===== config.mk =====
export PLATFORM = sky130hd
export DESIGN_NAME = ss_shutdown_ctrl
export DESIGN_NICKNAME = d
export VERILOG_FILES = /design/src/rtl/ss_pkg.sv /design/src/rtl/ss_gain_ramp.sv /design/src/rtl/ss_timeout.sv /design/src/rtl/ss_host_gate.sv /design/src/rtl/ss_shutdown_ctrl.sv
export SDC_FILE = /design/constraint.sdc
export NUM_CORES = 1
export LEC_CHECK = 0
export CAP_MARGIN = 20
export CORE_AREA = 2 2 94 69
export CTS_BUF_LIST = sky130_fd_sc_hd__clkbuf_4 sky130_fd_sc_hd__clkbuf_8
export CTS_CLUSTER_DIAMETER = 80
export CTS_CLUSTER_SIZE = 10
export DETAILED_ROUTE_END_ITERATION = 16
export DIE_AREA = 0 0 96 71
export PLACE_DENSITY = 0.77
export SLEW_MARGIN = 40
export SYNTH_ARGS = -nofsm -noshare
export SYNTH_HDL_FRONTEND = slang
export SYNTH_SLANG_ARGS = --single-unit

===== constraint.sdc =====
create_clock -name clk_i -period 2.2 [get_ports clk_i]
set_input_delay 0.66 -clock clk_i [delete_from_list [all_inputs] [get_ports clk_i]]
set_output_delay 0.66 -clock clk_i [all_outputs]
set_load 0.005 [all_outputs]

===== src/rtl/ss_pkg.sv =====
package ss_pkg;
  typedef enum logic [1:0] {
    ST_RUN  = 2'd0,
    ST_DOWN = 2'd1,
    ST_HALT = 2'd2
  } ss_state_e;
endpackage


===== src/rtl/ss_gain_ramp.sv =====
module ss_gain_ramp #(
  parameter int GAIN_W = 12
) (
  input  logic              clk_i,
  input  logic              rst_ni,
  input  logic              tick_i,
  input  logic              up_en_i,
  input  logic              dn_en_i,
  input  logic [GAIN_W-1:0] step_i,
  output logic [GAIN_W-1:0] gain_o
);
  localparam logic [GAIN_W-1:0] GainMax = {GAIN_W{1'b1}};

  logic [GAIN_W:0] sum;
  logic [GAIN_W:0] diff;

  assign sum  = {1'b0, gain_o} + {1'b0, step_i};
  assign diff = {1'b0, gain_o} - {1'b0, step_i};

  always_ff @(posedge clk_i or negedge rst_ni) begin
    if (!rst_ni) begin
      gain_o <= GainMax;
    end else if (tick_i) begin
      if (up_en_i)      gain_o <= sum[GAIN_W]  ? GainMax : sum[GAIN_W-1:0];
      else if (dn_en_i) gain_o <= diff[GAIN_W] ? '0      : diff[GAIN_W-1:0];
    end
  end
endmodule


===== src/rtl/ss_timeout.sv =====
module ss_timeout #(
  parameter int TIMEOUT_TICKS = 16
) (
  input  logic clk_i,
  input  logic rst_ni,
  input  logic clear_i,
  input  logic count_i,
  output logic expired_o
);
  localparam int CntW = $clog2(TIMEOUT_TICKS + 1);
  localparam logic [CntW-1:0] Limit = CntW'(TIMEOUT_TICKS);

  logic [CntW-1:0] cnt;

  always_ff @(posedge clk_i or negedge rst_ni) begin
    if (!rst_ni)                      cnt <= '0;
    else if (clear_i)                 cnt <= '0;
    else if (count_i && cnt != Limit) cnt <= cnt + 1'b1;
  end

  assign expired_o = (cnt == Limit);
endmodule


===== src/rtl/ss_host_gate.sv =====
module ss_host_gate #(
  parameter int ADDR_W = 10,
  parameter int DATA_W = 32
) (
  input  logic              clk_i,
  input  logic              rst_ni,
  input  logic              allow_i,
  input  logic              addr_load_i,
  input  logic [ADDR_W-1:0] addr_i,
  input  logic              wr_i,
  input  logic              rd_i,
  input  logic [DATA_W-1:0] wdata_i,
  output logic              mem_we_o,
  output logic              mem_re_o,
  output logic [ADDR_W-1:0] mem_addr_o,
  output logic [DATA_W-1:0] mem_wdata_o
);
  logic [ADDR_W-1:0] addr_q;

  always_ff @(posedge clk_i or negedge rst_ni) begin
    if (!rst_ni)                        addr_q <= '0;
    else if (allow_i && addr_load_i)    addr_q <= addr_i;
    else if (allow_i && (wr_i || rd_i)) addr_q <= addr_q + 1'b1;
  end

  assign mem_addr_o  = addr_q;
  assign mem_we_o    = allow_i & wr_i;
  assign mem_re_o    = allow_i & rd_i;
  assign mem_wdata_o = allow_i ? wdata_i : '0;
endmodule


===== src/rtl/ss_shutdown_ctrl.sv =====
module ss_shutdown_ctrl
  import ss_pkg::*;
#(
  parameter int GAIN_W        = 12,
  parameter int FAST_STEP     = 512,
  parameter int SLOW_STEP     = 128,
  parameter int TIMEOUT_TICKS = 16,
  parameter int ADDR_W        = 10,
  parameter int DATA_W        = 32
) (
  input  logic              clk_i,
  input  logic              rst_ni,
  input  logic              sample_tick_i,
  input  logic              shutdown_req_i,
  input  logic              slow_ramp_i,
  input  logic              host_addr_load_i,
  input  logic [ADDR_W-1:0] host_addr_i,
  input  logic              host_wr_i,
  input  logic              host_rd_i,
  input  logic [DATA_W-1:0] host_wdata_i,
  output logic [GAIN_W-1:0] gain_o,
  output logic              core_run_o,
  output logic              halted_o,
  output logic              mem_we_o,
  output logic              mem_re_o,
  output logic [ADDR_W-1:0] mem_addr_o,
  output logic [DATA_W-1:0] mem_wdata_o
);
  localparam logic [GAIN_W-1:0] StepFast = GAIN_W'(FAST_STEP);
  localparam logic [GAIN_W-1:0] StepSlow = GAIN_W'(SLOW_STEP);

  ss_state_e state_q, state_d;
  logic      expired;
  logic      halt_now;
  logic      up_en, dn_en;
  logic [GAIN_W-1:0] step;

  assign step     = slow_ramp_i ? StepSlow : StepFast;
  assign halt_now = (gain_o == '0) || expired;
  assign up_en    = (state_q == ST_RUN) && !shutdown_req_i;
  assign dn_en    = (state_q == ST_DOWN) && shutdown_req_i && !halt_now;

  always_comb begin
    state_d = state_q;
    unique case (state_q)
      ST_RUN:  if (shutdown_req_i) state_d = ST_DOWN;
      ST_DOWN: begin
        if (!shutdown_req_i) state_d = ST_RUN;
        else if (halt_now)   state_d = ST_HALT;
      end
      ST_HALT: if (!shutdown_req_i) state_d = ST_RUN;
      default: state_d = ST_RUN;
    endcase
  end

  always_ff @(posedge clk_i or negedge rst_ni) begin
    if (!rst_ni) state_q <= ST_RUN;
    else         state_q <= state_d;
  end

  assign core_run_o = (state_q != ST_HALT);
  assign halted_o   = (state_q == ST_HALT);

  ss_gain_ramp #(.GAIN_W(GAIN_W)) u_ramp (
    .clk_i   (clk_i),
    .rst_ni  (rst_ni),
    .tick_i  (sample_tick_i),
    .up_en_i (up_en),
    .dn_en_i (dn_en),
    .step_i  (step),
    .gain_o  (gain_o)
  );

  ss_timeout #(.TIMEOUT_TICKS(TIMEOUT_TICKS)) u_tmo (
    .clk_i     (clk_i),
    .rst_ni    (rst_ni),
    .clear_i   (state_q != ST_DOWN),
    .count_i   (dn_en && sample_tick_i),
    .expired_o (expired)
  );

  ss_host_gate #(.ADDR_W(ADDR_W), .DATA_W(DATA_W)) u_gate (
    .clk_i       (clk_i),
    .rst_ni      (rst_ni),
    .allow_i     (halted_o),
    .addr_load_i (host_addr_load_i),
    .addr_i      (host_addr_i),
    .wr_i        (host_wr_i),
    .rd_i        (host_rd_i),
    .wdata_i     (host_wdata_i),
    .mem_we_o    (mem_we_o),
    .mem_re_o    (mem_re_o),
    .mem_addr_o  (mem_addr_o),
    .mem_wdata_o (mem_wdata_o)
  );
endmodule


# == Word level (Yosys, flattened, before mapping) ==
# Cells that the tools add are included.
# classes
eq_ne,9
n_bitwise,2
n_reduce_logical,18
n_mux,15
add_sub_neg,4
# op_table
cell,n
$mux W12,4
$mux W32,1
$mux W10,3
$add A12 B10 Y13,1
$sub A12 B10 Y13,1
$logic_not A12 Y1,1
$add A10 B1 Y10 const B,1
$mux W5,2
$mux W2,4
$logic_and A1 B1 Y1,7
$ne A2 B2 Y1 const B,3
$pmux W2 S3,1
$reduce_bool A2 Y1,3
$add A5 B1 Y5 const B,1
$eq A5 B5 Y1 const B,1
$ne A5 B5 Y1 const B,1
$ne A3 B3 Y1 const B,1
$reduce_and A3 Y1,1
$and A1 B1 Y1,2
$eq A2 B1 Y1 const B,1
$eq A2 B2 Y1 const B,1
$logic_not A1 Y1,2
$logic_not A2 Y1,1
$logic_or A1 B1 Y1,2
other kinds (2),2
# totals
out_inout_bits,58
inputBits,50
elab_cells,52
regBits,29

# == Depth between registers and ports, before layout ==
# logic_depth
depth_word,8
depth_mapped,8
ltp_nobuf,7

# == Hierarchy ==
# A second synthesis with hierarchy kept.
# unflattened
hier_cells,369
hier_area_um2,3083.0
# modules_own_cells
module,cells_each,seq_area_each_um2,area_per_inst_um2,n_inst
ss_gain_ramp,222,315.3,1788.0,1
ss_host_gate,100,250.2,808.3,1
ss_timeout,27,125.1,280.3,1
ss_shutdown_ctrl,20,50.0,206.4,1

# == Worst setup path after synthesis ==
# No wires, ideal clock.
# synth_timing
path_type,input-to-reg
start,input port slow_ramp_i
end,register u_ramp.gain_o[5]
slack_ns,0.156
t_arrival_ns,1.965
cell_stages,7
required_time_ns,2.121
setup_time_ns,0.079
cell_sequence,inv_1 -> ha_1 -> inv_1 -> a21oi_1 -> nand2_1 -> or4_1 -> a22o_1
# synth_between
elab_chain_cells,5
elab_cells_between_ends,7
cone_classes,add/sub: 2; mux: 5
# synth_lines
element,line_no,rtl
"start, declared",ss_shutdown_ctrl.sv:15,"input logic slow_ramp_i,"
$mux W10 (*),ss_shutdown_ctrl.sv:38,assign step = slow_ramp_i ? StepSlow : StepFast;
$sub A12 B10 Y13,ss_gain_ramp.sv:18,"assign diff = {1'b0, gain_o} - {1'b0, step_i};"
$mux W12 (2 in a row),ss_gain_ramp.sv:25,else if (dn_en_i) gain_o <= diff[GAIN_W] ? '0 : diff[GAIN_W-1:0];
$mux W12 (*),ss_gain_ramp.sv:24,if (up_en_i) gain_o <= sum[GAIN_W] ? GainMax : sum[GAIN_W-1:0];
"end signal, assigned",ss_gain_ramp.sv:22,gain_o <= GainMax;
"end signal, assigned",ss_gain_ramp.sv:24,
"end signal, assigned",ss_gain_ramp.sv:25,
"end, declared",ss_gain_ramp.sv:10,output logic [GAIN_W-1:0] gain_o
# Every way passes the cells marked *; elsewhere a longest branch is shown, timed or not. The select of a mux whose other input is x is not followed.
# A chain may end at the register's enable or synchronous reset.

# == Worst setup path in the final report ==
# layout_timing
start,input port host_wdata_i[26]
end,output port mem_wdata_o[26]
# layout_between
elab_chain_cells,1
# layout_lines
element,line_no,rtl
"start, declared",ss_shutdown_ctrl.sv:20,"input logic [DATA_W-1:0] host_wdata_i,"
$mux W32,ss_host_gate.sv:29,assign mem_wdata_o = allow_i ? wdata_i : '0;
"end, declared",ss_shutdown_ctrl.sv:27,output logic [DATA_W-1:0] mem_wdata_o
# Every way passes these cells.

==> flow_summary.yaml <==
status:
  outcome: "finished clean"
global_route:
  grt_max_degree: 24
  grt_pass1_wl_um: 8540
  antenna_found_initial: 0
  groute.usage.overall: 0.156
  globalRoute.totalOverflow: 0
  grt_pass1_vias: 1843
setup_path:
  launch_point_of_the_worst_reg_to_reg_path: "u_tmo.cnt[0]"
  worst_setup_path_start_kind: "input port"
  path_cells: "clkdlybuf4s50_1 -> and2_1 -> dlygate4sd2_1"
  worstSetupEndpoint: "mem_wdata_o[26]"
  path_max_fanout: 1
  arrival_time_at_the_worst_endpoint_ns: 1.48
  critPathKind: "input port to primary output"
  type_of_element_capturing_the_critical_path: "primary output"
  critical_path_required_ns: 1.54
  cp-startpoint: "host_wdata_i[26]"
  rr_endpoint: "u_ramp.gain_o[8]"
  crit_path_max_incr_delay_ns: 0.45
  worst-r2r-cell-count: 9
  regToRegSetupSlack_ns: 0.18
  crit_slowest_cell: "sky130_fd_sc_hd__clkdlybuf4s50_1"
floorplan:
  floorplan.die.width_um: 96
  rows: 24
  die-area_sq_um: 6820
  floorplan.core_area_sq_um: 5980
  chipHeight_um: 71
  io_pins: 108
  initial_core_util: 0.286
synthesis:
  postSynthAreaPerCell_sq_um: 8.58
  synth_cell_types: 41
  synth_area_sq_um: 1710
  synth-edff-count: 0
  yosysSeqAreaShare: 0.341
  synth_seq_cells: 23
  synthCells: 199
  asyncSetResetFlopFracSynth: 1.00
  synth_warnings: 0
  ys.flop_type: "sky130_fd_sc_hd__dfrtp_1"
  net_count_of_the_mapped_netlist: 258
timing:
  hold_viol: 0
  setup_violations: 0
  drv_slew: 0
  fin_worst_skew_ns: 0.00862
  worstMarginPinSlew_ns: 0.470
  timing.fmax_ghz: 0.467
  max-slew-margin-rel: 0.684
  setup_total_negative_slack_ns: 0
  final.period_utilization: 0.973
  hold-worst-slack_ns: 0.486
  final.min_clock_period_ns: 2.14
run:
  cap_violations: 0
layout:
  areaGrowthSynthToFinish_pct: 80.8
  filler_cells_inserted: 569
  antenna-diode-count: 0
  utilization: 0.517
  most_common_cell_after_layout_fill_and_taps_aside: "sky130_fd_sc_hd__clkdlybuf4s50_1"
  final_nets: 388
  final_cell_mix: "70 x sky130_fd_sc_hd__clkdlybuf4s50_1, 35 x sky130_fd_sc_hd__dlygate4sd2_1, 34 x sky130_fd_sc_hd__and2_1"
  area_of_all_sequential_standard_cells_sq_um: 583
  final_layout_size_suffix_gt1_frac: 0.168
  area_taken_by_multi_input_logic_gates_sq_um: 1030
  post_layout_nonfiller_instances: 406
clock_tree:
  cts.root.buffer_cell: "sky130_fd_sc_hd__clkbuf_8"
  clock_sinks: 23
  clk-insertion-delay-late_ns: 0.26
  clk_pin_slew_worst_paths_ns: 0.08
  h-tree-depth: 1
  cts_made_buffers: 3
  clk_path_buf_depth: 2
  cts_tree: "yes"
  cts_hold_buf: 0
worst_hold_path:
  worstHoldPathType: "flop to flop"
power_and_ir_drop:
  cellPowerDensity_nw_per_um2: 883
  leakage_nw: 1.45
  total_power_w: 0.00273
  vdd.ir_drop.worst_mv: 0.282
route:
  route.detailed.vias_per_inst: 4.64
  detail_route.iter0.violations: 127
  via_count: 1883
  total_wirelength_um: 5320
  wl_per_cell_um: 13.1
  final_antenna_net_count: 0
  detail_route.drc_violations: 0
  drt_pass_1_iters: 4
placement:
  gpl.final_weighted_congestion: 0.878
  dp.cells: 393
  place_hpwl_um: 4130
  placement.io_buffers: 107
## worst max-delay path: cells and delay by family
kind / cells / cell delay (ns)
simple gates: 1 / 0.11
buf+inv: 2 / 0.71
## synth_stat cells, types with 2 or more instances
cell type,count,area share
sky130_fd_sc_hd__nand3_1,5,0.015
sky130_fd_sc_hd__a21oi_1,13,0.038
sky130_fd_sc_hd__a22o_1,3,0.015
sky130_fd_sc_hd__nor3_1,3,0.0088
sky130_fd_sc_hd__and3_1,2,0.0073
sky130_fd_sc_hd__inv_1,7,0.015
sky130_fd_sc_hd__a31oi_1,3,0.011
sky130_fd_sc_hd__dfrtp_1,17,0.25
sky130_fd_sc_hd__o211ai_1,4,0.018
sky130_fd_sc_hd__clkbuf_1,7,0.015
sky130_fd_sc_hd__nand2b_1,2,0.0073
sky130_fd_sc_hd__xnor2_1,4,0.021
sky130_fd_sc_hd__o21a_1,2,0.0088
sky130_fd_sc_hd__mux2i_1,4,0.023
sky130_fd_sc_hd__o21ai_0,4,0.012
sky130_fd_sc_hd__nor2_1,22,0.048
sky130_fd_sc_hd__dfstp_2,6,0.092
sky130_fd_sc_hd__ha_1,9,0.066
sky130_fd_sc_hd__xor2_1,9,0.046
sky130_fd_sc_hd__nand4_1,4,0.015
sky130_fd_sc_hd__and2_1,35,0.13
sky130_fd_sc_hd__buf_4,7,0.031
sky130_fd_sc_hd__o31ai_1,3,0.013
sky130_fd_sc_hd__nand2_1,7,0.015
## flip-flops by register name (all words and copies together) (netlist names)
name	cells
state_q	2
u_gate.mem_addr_o	10
u_tmo.cnt	5
u_ramp.gain_o	6
## through the flow
stage,setup slack (ns),area (sq um)
after CTS,0.0172,3050
after detailed placement,-0.431,2980
after floorplan,0.156,1710
after global routing,-0.000287,3090
final,0.0588,3090
after global placement,-0.317,2980
## area by class of cell
cell class | instances | share of cell area
well taps | 78 | 0.0316
clock buffers | 4 | 0.0158
repair buffers | 140 | 0.420
multi-input cells | 153 | 0.334
flip-flops and latches | 23 | 0.189
inverters | 8 | 0.00972
## where the power goes
group	leakage, nW	switching (W)	internal [W]
logic	1.16	0.000620	0.000986
registers	0.271	0.000231	0.000622
clock network	0.0262	0.000128	0.000141
## metal layers
layer / vias up / wire [um] / track usage / share of wire
li1: 931 / - / - / -
met4: 0 / 89 / 0.0429 / 0.017
met1: 845 / 2350 / 0.210 / 0.44
met3: 8 / 399 / 0.0341 / 0.075
met5: - / 0 / 0 / 0
met2: 99 / 2480 / 0.255 / 0.47
## timing repair
item                       CTS  global route
buffers inserted             6             3
gates resized for setup     39             3
pin swaps                    2             0
setup endpoints to repair   38             3
## worst min-delay path by stage
stage                      start            to  slack, ns  cells past startpoint
global placement    u_tmo.cnt[4]  u_tmo.cnt[4]       0.47                      1
CTS                 u_tmo.cnt[4]  u_tmo.cnt[4]       0.49                      1
finish              u_tmo.cnt[4]  u_tmo.cnt[4]       0.49                      1
detailed placement  u_tmo.cnt[4]  u_tmo.cnt[4]       0.48                      1
global route        u_tmo.cnt[4]  u_tmo.cnt[4]       0.50                      1
floorplan                 rst_ni    state_q[0]       0.36                      0
## kinds of logic after synthesis
| kind of cell | count (synthesis) | synth area share |
|---|---|---|
| fa+ha+maj | 9 | 0.0659 |
| xor+xnor | 13 | 0.0667 |
| buf+inv | 23 | 0.0667 |
| mux | 4 | 0.0234 |
| compound gates | 38 | 0.151 |
| simple gates | 89 | 0.285 |
| flops | 23 | 0.341 |
Power figures use the tool's default switching activity.
